File: src/rtl/addsub_flag_alu.sv
module addsub_flag_alu #(
  parameter int W       = 32,
  parameter int SW      = 32,
  parameter int Z_BIT   = 0,
  parameter int S_BIT   = 1,
  parameter int OV_BIT  = 2,
  parameter int CY_BIT  = 3,
  parameter int SAT_BIT = 4
) (
  input  logic          clk,
  input  logic          rst_n,
  input  logic [2:0]    op_sel,
  input  logic [W-1:0]  opa,
  input  logic [W-1:0]  opb,
  input  logic [SW-1:0] status_in,
  output logic [W-1:0]  result,
  output logic          wr_en,
  output logic [SW-1:0] status_out
);
  localparam int MSB = W - 1;
  localparam logic [W-1:0] POS_LIM = {1'b0, {(W-1){1'b1}}};
  localparam logic [W-1:0] NEG_LIM = {1'b1, {(W-1){1'b0}}};
  localparam logic [SW-1:0] ARITH_MASK =
    (SW'(1) << Z_BIT) | (SW'(1) << S_BIT) | (SW'(1) << OV_BIT) | (SW'(1) << CY_BIT);

  logic [W:0] sum_ab, dif_ba, dif_ab;
  logic       ov_add, ov_ba, ov_ab;

  assign sum_ab = {1'b0, opa} + {1'b0, opb};
  assign dif_ba = {1'b0, opb} - {1'b0, opa};
  assign dif_ab = {1'b0, opa} - {1'b0, opb};

  assign ov_add = (opa[MSB] == opb[MSB]) && (sum_ab[MSB] != opa[MSB]);
  assign ov_ba  = (opa[MSB] != opb[MSB]) && (dif_ba[MSB] != opb[MSB]);
  assign ov_ab  = (opa[MSB] != opb[MSB]) && (dif_ab[MSB] != opa[MSB]);

  logic [W-1:0]  res_n;
  logic          wr_n, arith, sat_op, f_cy, f_ov, f_s, inv_s;
  logic [SW-1:0] st_n;

  always_comb begin
    res_n  = '0;
    wr_n   = 1'b0;
    arith  = 1'b1;
    sat_op = 1'b0;
    inv_s  = 1'b1;
    f_cy   = 1'b0;
    f_ov   = 1'b0;
    case (op_sel)
      3'd0: begin
        res_n = sum_ab[W-1:0]; wr_n = 1'b1;
        f_cy  = sum_ab[W];     f_ov = ov_add;
      end
      3'd1: begin
        res_n = dif_ba[W-1:0]; wr_n = 1'b1;
        f_cy  = dif_ba[W];     f_ov = ov_ba;
      end
      3'd2: begin
        res_n = dif_ab[W-1:0]; wr_n = 1'b1;
        f_cy  = dif_ab[W];     f_ov = ov_ab;
      end
      3'd3: begin
        res_n = dif_ba[W-1:0];
        f_cy  = dif_ba[W];     f_ov = ov_ba;
      end
      3'd4: begin
        wr_n  = 1'b1; sat_op = 1'b1; inv_s = 1'b0;
        f_ov  = ov_add;
        f_cy  = sum_ab[W-1:0] < opa;
        res_n = ov_add ? (opa[MSB] ? NEG_LIM : POS_LIM) : sum_ab[W-1:0];
      end
      3'd5: begin
        wr_n  = 1'b1; sat_op = 1'b1; inv_s = 1'b0;
        f_ov  = ov_ba;
        f_cy  = dif_ba[W];
        res_n = ov_ba ? (opb[MSB] ? NEG_LIM : POS_LIM) : dif_ba[W-1:0];
      end
      default: arith = 1'b0;
    endcase
  end

  assign f_s = res_n[MSB] ^ (inv_s & f_ov);

  always_comb begin
    st_n = status_in;
    if (arith) begin
      st_n = status_in & ~ARITH_MASK;
      st_n[Z_BIT]  = (res_n == '0);
      st_n[S_BIT]  = f_s;
      st_n[OV_BIT] = f_ov;
      st_n[CY_BIT] = f_cy;
      st_n[SAT_BIT] = status_in[SAT_BIT] | (sat_op & f_ov);
    end
  end

  always_ff @(posedge clk) begin
    if (!rst_n) begin
      result     <= '0;
      wr_en      <= 1'b0;
      status_out <= '0;
    end else begin
      result     <= res_n;
      wr_en      <= wr_n;
      status_out <= st_n;
    end
  end
endmodule

File: config.mk
export PLATFORM = sky130hd
export DESIGN_NAME = addsub_flag_alu
export DESIGN_NICKNAME = d
export VERILOG_FILES = /design/src/rtl/addsub_flag_alu.sv
export SDC_FILE = /design/constraint.sdc
export NUM_CORES = 1
export LEC_CHECK = 0
export BUFFER_PORTS_ARGS = -buffer_cell sky130_fd_sc_hd__buf_2
export CORE_MARGIN = 1.5
export CORE_UTILIZATION = 36
export CTS_BUF_LIST = sky130_fd_sc_hd__clkbuf_16
export CTS_CLUSTER_DIAMETER = 150
export CTS_CLUSTER_SIZE = 24
export DETAILED_ROUTE_END_ITERATION = 12
export GPL_TIMING_DRIVEN = 0
export REMOVE_ABC_BUFFERS = 1
export SLEW_MARGIN = 0
export SYNTH_ARGS = -nofsm -noshare
export SYNTH_HDL_FRONTEND = slang
export SYNTH_SLANG_ARGS = --single-unit
File: constraint.sdc
create_clock -name clk -period 14.9 [get_ports clk]
set_input_delay 2.98 -clock clk [delete_from_list [all_inputs] [get_ports clk]]
set_output_delay 2.98 -clock clk [all_outputs]
set_load 0.005 [all_outputs]
==> results of run 1 <==
[cell usage in the layout, fill, tap and decap left out, types with 16 or more instances in the layout]
cell type	n
xnor2_1	38
inv_1	94
dfxtp_1	65
ha_1	126
o21ai_0	70
nor2b_1	23
a221oi_1	16
nand4_1	27
a211oi_1	20
nor2_1	112
and2_1	44
nand3_1	26
nor3_1	29
nand2_1	72
o211ai_1	20
nand2b_1	17
o21bai_1	18
a21o_1	16
buf_2	165
a21oi_1	141
[where the power goes]
part           switching (W)  leakage (nW)  internal [W]
Clock              0.0000807         0.163      0.000162
Combinational       0.000274          4.05      0.000159
Sequential        0.00000318         0.539      0.000188
Total               0.000358          4.76      0.000510
[worst max-delay path, stage by stage]
cell	delay (ns)
buf_2	0.10
inv_1	0.05
ha_1	0.48
nand2b_1	0.22
a221oi_1	0.52
o31a_1	0.22
a211oi_1	0.08
or3_1	0.47
o31a_4	0.37
o21ai_2	0.31
o21a_1	0.22
xnor2_1	0.07
ha_1	0.38
nand3b_1	0.29
o21ai_1	1.13
o221a_2	0.37
mux2_2	0.14
o221ai_1	0.16
nor4_1	0.43
nor4bb_1	0.36
nand4_1	0.17
nor4_1	0.29
a41oi_1	0.17
nor4b_2	0.36
[per-stage QoR]
step	util	hold slack [ns]
after floorplan	-	3.086
after global placement	0.4061	3.190
after detailed placement	0.4091	3.191
after CTS	0.4223	2.849
after global routing	0.4223	2.851
final	0.4224	2.849
[flip-flops by register name, indices dropped and copies added, names as in the netlist]
name	cells
status_out	32
wr_en	1
result	32
[layout make-up]
class	count	area share
diodes	1	0.0002353
clock buffers	9	0.02117
clock inverters	6	0.01012
inverters	100	0.03529
multi-input cells	1055	0.6891
flip-flops and latches	65	0.1223
well taps	330	0.03882
repair buffers	170	0.08293
[cell families after synthesis]
family,count (synthesis)
adders and majority gates,130
buffers and inverters,161
xor gates and xnor gates,46
muxes,6
DFF,65
and+or+nand+nor,424
AOI/OAI and AO/OA,449
[final timing paths]
| kind | start | cells past startpoint | to | slack [ns] |
|---|---|---|---|---|
| min | status_in[26] | 2 | status_out[26]$_SDFF_PN0_ | 2.85 |
| max | opa[6] | 24 | status_out[0]$_SDFF_PN0_ | 4.74 |
[layer usage]
metal  GRT usage  share of wire
met1      0.3405           0.43
met2      0.4172           0.44
met5           0              0
met3     0.05891          0.096
met4      0.1122          0.033
==> flow_summary.json, run 1 <==
{
  "status": "finished clean",
  "synth_top_area_share": 0.1708,
  "die_h_um": 163.1,
  "synth_top_area_cell": "ha_1",
  "synth_cell_types": 88,
  "synthArstFlopShare": 0,
  "synth-adder-area-share": 0.1795,
  "max-vdd-ir-drop_mv": 0.06437,
  "synth_edf_count": 0,
  "hold_class": "in -> reg",
  "yosysMostFrequentCell": "a21oi_1",
  "ys_top_cells_by_count": "a21oi_1 (141), ha_1 (126), nor2_1 (112), inv_1 (94), nand2_1 (72)",
  "post-route-period-util": 0.6820,
  "start_util": 0.3666,
  "overflow": 0,
  "grt_setup_unrepaired": "false",
  "power.density_mw_per_mm2": 81.57,
  "dp_hpwl_um": 28660,
  "ctsResizeCount": 0,
  "grt_pass1_vias": 9716,
  "critPathLaunchType": "input port",
  "fin_cells": 1736,
  "cts_setup_buffers": 0,
  "fillCellCount": 2640,
  "cts_tree": "done",
  "area_growth_pct": 15.22,
  "wl_per_cell_um": 20.66,
  "final_hold_viol_count": 0,
  "drc_errors": 0,
  "synth_xor_area_frac": 0.04364,
  "grt_util_all_layers": 0.2628,
  "coreArea_mm2": 0.02518,
  "synth_seq_cells": 65,
  "numCtsBuffers": 9,
  "critPathRequiredTime_ns": 15.12,
  "fin_ws_ns": 4.739,
  "ctsHoldBuffers": 0,
  "slew-limit-headroom": 0.05267,
  "drt_wl_total_um": 35870,
  "total_power_w": 0.0008676,
  "syn-instance-count": 1281,
  "nets": 1632,
  "die_w_um": 163.1,
  "dr.pass1.iters": 7,
  "synthMuxAreaShare": 0.006777,
  "clkTransAtPathRegs_ns": 0.06,
  "synth_compound_area_frac": 0.3237,
  "gp_congestion": 0.9573,
  "grt_pass1_wl_um": 54520,
  "vias": 10460,
  "cts.sinks": 65,
  "end_kind": "register",
  "worstMarginPinSlew_ns": 1.412,
  "critPathKind": "in -> reg",
  "cts.htree.levels": 3,
  "multi_input_area_mm2": 0.007330,
  "cts_root_buf": "clkbuf_16",
  "synthFlopType": "dfxtp_1",
  "dp.cells": 1720,
  "syn_avg_cell_area_um2": 7.206,
  "place_ws_ns": 4.572,
  "arrival_ns": 10.38,
  "yosysWarningCount": 0,
  "syn_area_mm2": 0.009231,
  "maxCapViolCount": 0,
  "synthTopCellsByArea": "ha_1 (17%), dfxtp_1 (14%), a21oi_1 (7.6%), nor2_1 (4.6%), inv_1 (3.8%)",
  "p_leak_nw": 4.757,
  "synth_top_family_by_area": "compound AO/OA/AOI/OAI gates",
  "drtAntennaViolNets": 0,
  "grt_max_degree": 37,
  "vias_per_cell": 6.025,
  "antenna_found_initial": 1,
  "synthSimpleGateAreaFrac": 0.2385,
  "stdcell_area_mm2": 0.01064,
  "setup_tns_ns": 0,
  "regArea_mm2": 0.001301,
  "drive_gt1_frac": 0.1530,
  "die_area_mm2": 0.02661,
  "ioPinCount": 166,
  "placed_area_mm2": 0.01030,
  "period_needed_ns": 10.16,
  "timing.fmax_mhz": 98.41,
  "ys_seq_area_frac": 0.1410,
  "io_buffers": 165,
  "drtIter0Drc": 1092,
  "slew_viol_final": 0,
  "clk_path_buf_depth": 2,
  "crit_fanout": 15,
  "rows": 58,
  "setup_violations": 0
}
Power figures use the tool's default switching activity.
==> run 2, diff against run 1 <==
- clock period: 14.9 -> 8.9 ns (I/O delays scaled with it)
==> run 2 against run 1 <==
Total power is 68% higher. Clock-buffer cell count stayed put. Final cell count stayed put. Sequential cell count stayed put. Via count is 0.54% higher. Worst hold slack worse by 1.2 ns. Global-route usage stayed put. Die area stayed put. Sequential share of layout area hardly changed. Largest cell class unchanged.
==> flow_summary.json, run 2 (synthesis results as in run 1) <==
{
  "internal_power_w": 0.0008534,
  "hold_start": "status_in[26]",
  "hold_end": "status_out[26]$_SDFF_PN0_",
  "timing.fmax_mhz": 118.7,
  "period_needed_ns": 8.425,
  "worst_path_largest_cell_delay_ns": 0.52,
  "post-route-period-util": 0.9466,
  "ctsHoldBuffers": 0,
  "critPathRequiredTime_ns": 9.12,
  "critPathKind": "in -> reg",
  "vias": 10520,
  "rows": 58,
  "dp_hpwl_um": 28660,
  "place_ws_ns": -0.2279,
  "end_kind": "register",
  "die_w_um": 163.1,
  "drtAntennaViolNets": 0,
  "power.density_mw_per_mm2": 136.5,
  "slew_viol_final": 0,
  "clk_path_buf_depth": 2,
  "total_power_w": 0.001454,
  "io_buffers": 165,
  "slew-limit-headroom": 0.2461,
  "start_util": 0.3666,
  "overflow": 0,
  "cts.htree.levels": 3,
  "vias_per_cell": 6.057,
  "antenna_found_initial": 1,
  "setup_tns_ns": 0,
  "grt_pass1_wl_um": 54520,
  "cp_slowest_cell": "ha_1",
  "die_area_mm2": 0.02661,
  "status": "finished clean",
  "drt_wl_total_um": 35830,
  "crit_fanout": 14,
  "cp_common_cell": "ha_1",
  "wl_per_cell_um": 20.64,
  "fin_cells": 1736,
  "fin_hold_ws_ns": 1.647,
  "p_leak_nw": 4.759,
  "nets": 1632,
  "worstMarginPinSlew_ns": 1.128,
  "min_path_cells": 2,
  "grt_max_degree": 37,
  "ioPinCount": 166,
  "gp_congestion": 0.9573,
  "dr.pass1.iters": 6,
  "crit_family": "simple AND/OR/NAND/NOR gates",
  "area_growth_pct": 15.40,
  "drc_errors": 0,
  "final_common_cell": "buf_2",
  "grt_pass1_vias": 9716,
  "comb_power_share": 0.499,
  "numCtsBuffers": 9,
  "worst-path-buf-inv": 3,
  "cts.sinks": 65,
  "cts_tree": "done",
  "cts_root_buf": "clkbuf_16",
  "grt_util_all_layers": 0.2628,
  "final_cell_mix": "buf_2 (165), a21oi_1 (141), ha_1 (126), nor2_1 (112), inv_1 (94)",
  "setup_violations": 0,
  "fin_ws_ns": 0.4752,
  "die_h_um": 163.1,
  "dp.cells": 1720,
  "reg_top3": "result (32), status_out (32), wr_en (1)",
  "hold_class": "in -> reg",
  "clkTransAtPathRegs_ns": 0.06,
  "switchingPower_w": 0.0006007,
  "coreArea_mm2": 0.02518,
  "maxCapViolCount": 0,
  "switching_share": 0.4131,
  "drive_gt1_frac": 0.1552,
  "grt_setup_unrepaired": "false",
  "arrival_ns": 8.64,
  "critPathLaunchType": "input port",
  "share_seq_of_total_power": 0.221,
  "max-vdd-ir-drop_mv": 0.1078,
  "drtIter0Drc": 1035,
  "clock_power_share": 0.280,
  "final_hold_viol_count": 0
}
-- run 2: metrics by stage --
| step | instance area (um2) | utilization |
|---|---|---|
| 6_report | 10650 | 0.4230 |
| 4_1_cts | 10630 | 0.4223 |
| 3_3_place_gp | 10230 | 0.4061 |
| 5_1_grt | 10650 | 0.4229 |
| 3_5_place_dp | 10300 | 0.4091 |
| 2_1_floorplan | 8989 | - |
-- run 2: worst max-delay path by stage --
stage / from / cells past startpoint / endpoint
floorplan: opa[7] / 22 / status_out[0]$_SDFF_PN0_
global placement: opa[6] / 24 / status_out[0]$_SDFF_PN0_
detailed placement: opa[6] / 24 / status_out[0]$_SDFF_PN0_
CTS: opa[6] / 24 / status_out[0]$_SDFF_PN0_
global route: opa[2] / 25 / status_out[0]$_SDFF_PN0_
finish: opa[2] / 25 / status_out[0]$_SDFF_PN0_
-- run 2: power by group through the flow --
| stage | Combinational, W | Sequential, W | Clock, W |
|---|---|---|---|
| after detailed placement | 0.000702 | 0.000327 | 0 |
| after global routing | 0.000791 | 0.000323 | 0.000426 |
| after global placement | 0.000697 | 0.000327 | 0 |
| final | 0.000726 | 0.000321 | 0.000407 |
| after floorplan | 0.000461 | 0.000331 | 0 |
| after CTS | 0.000707 | 0.000321 | 0.000412 |
-- run 2: final cells by class --
class                           count  area, um2
Tap cell                          330      412.9
Multi-Input combinational cell   1055       7346
Sequential cell                    65       1301
Inverter                          100      375.4
Timing Repair Buffer              170      882.1
Antenna cell                        1      2.502
Clock inverter                      6      107.6
Fill cell                        2644      14530
Clock buffer                        9      225.2
-- run 2: repair_timing --
item	in CTS	in global routing
setup endpoints to repair	0	1
buffers inserted	0	0
gates resized for setup	0	3
-- run 2: per-layer routing --
metal  GRT usage  up-vias  part of all wire
met1      0.3405     4885              0.43
met5           0        -                 0
met3     0.05891       84              0.10
met2      0.4172      587              0.44
li1            -     4959                 -
met4      0.1122        0             0.037
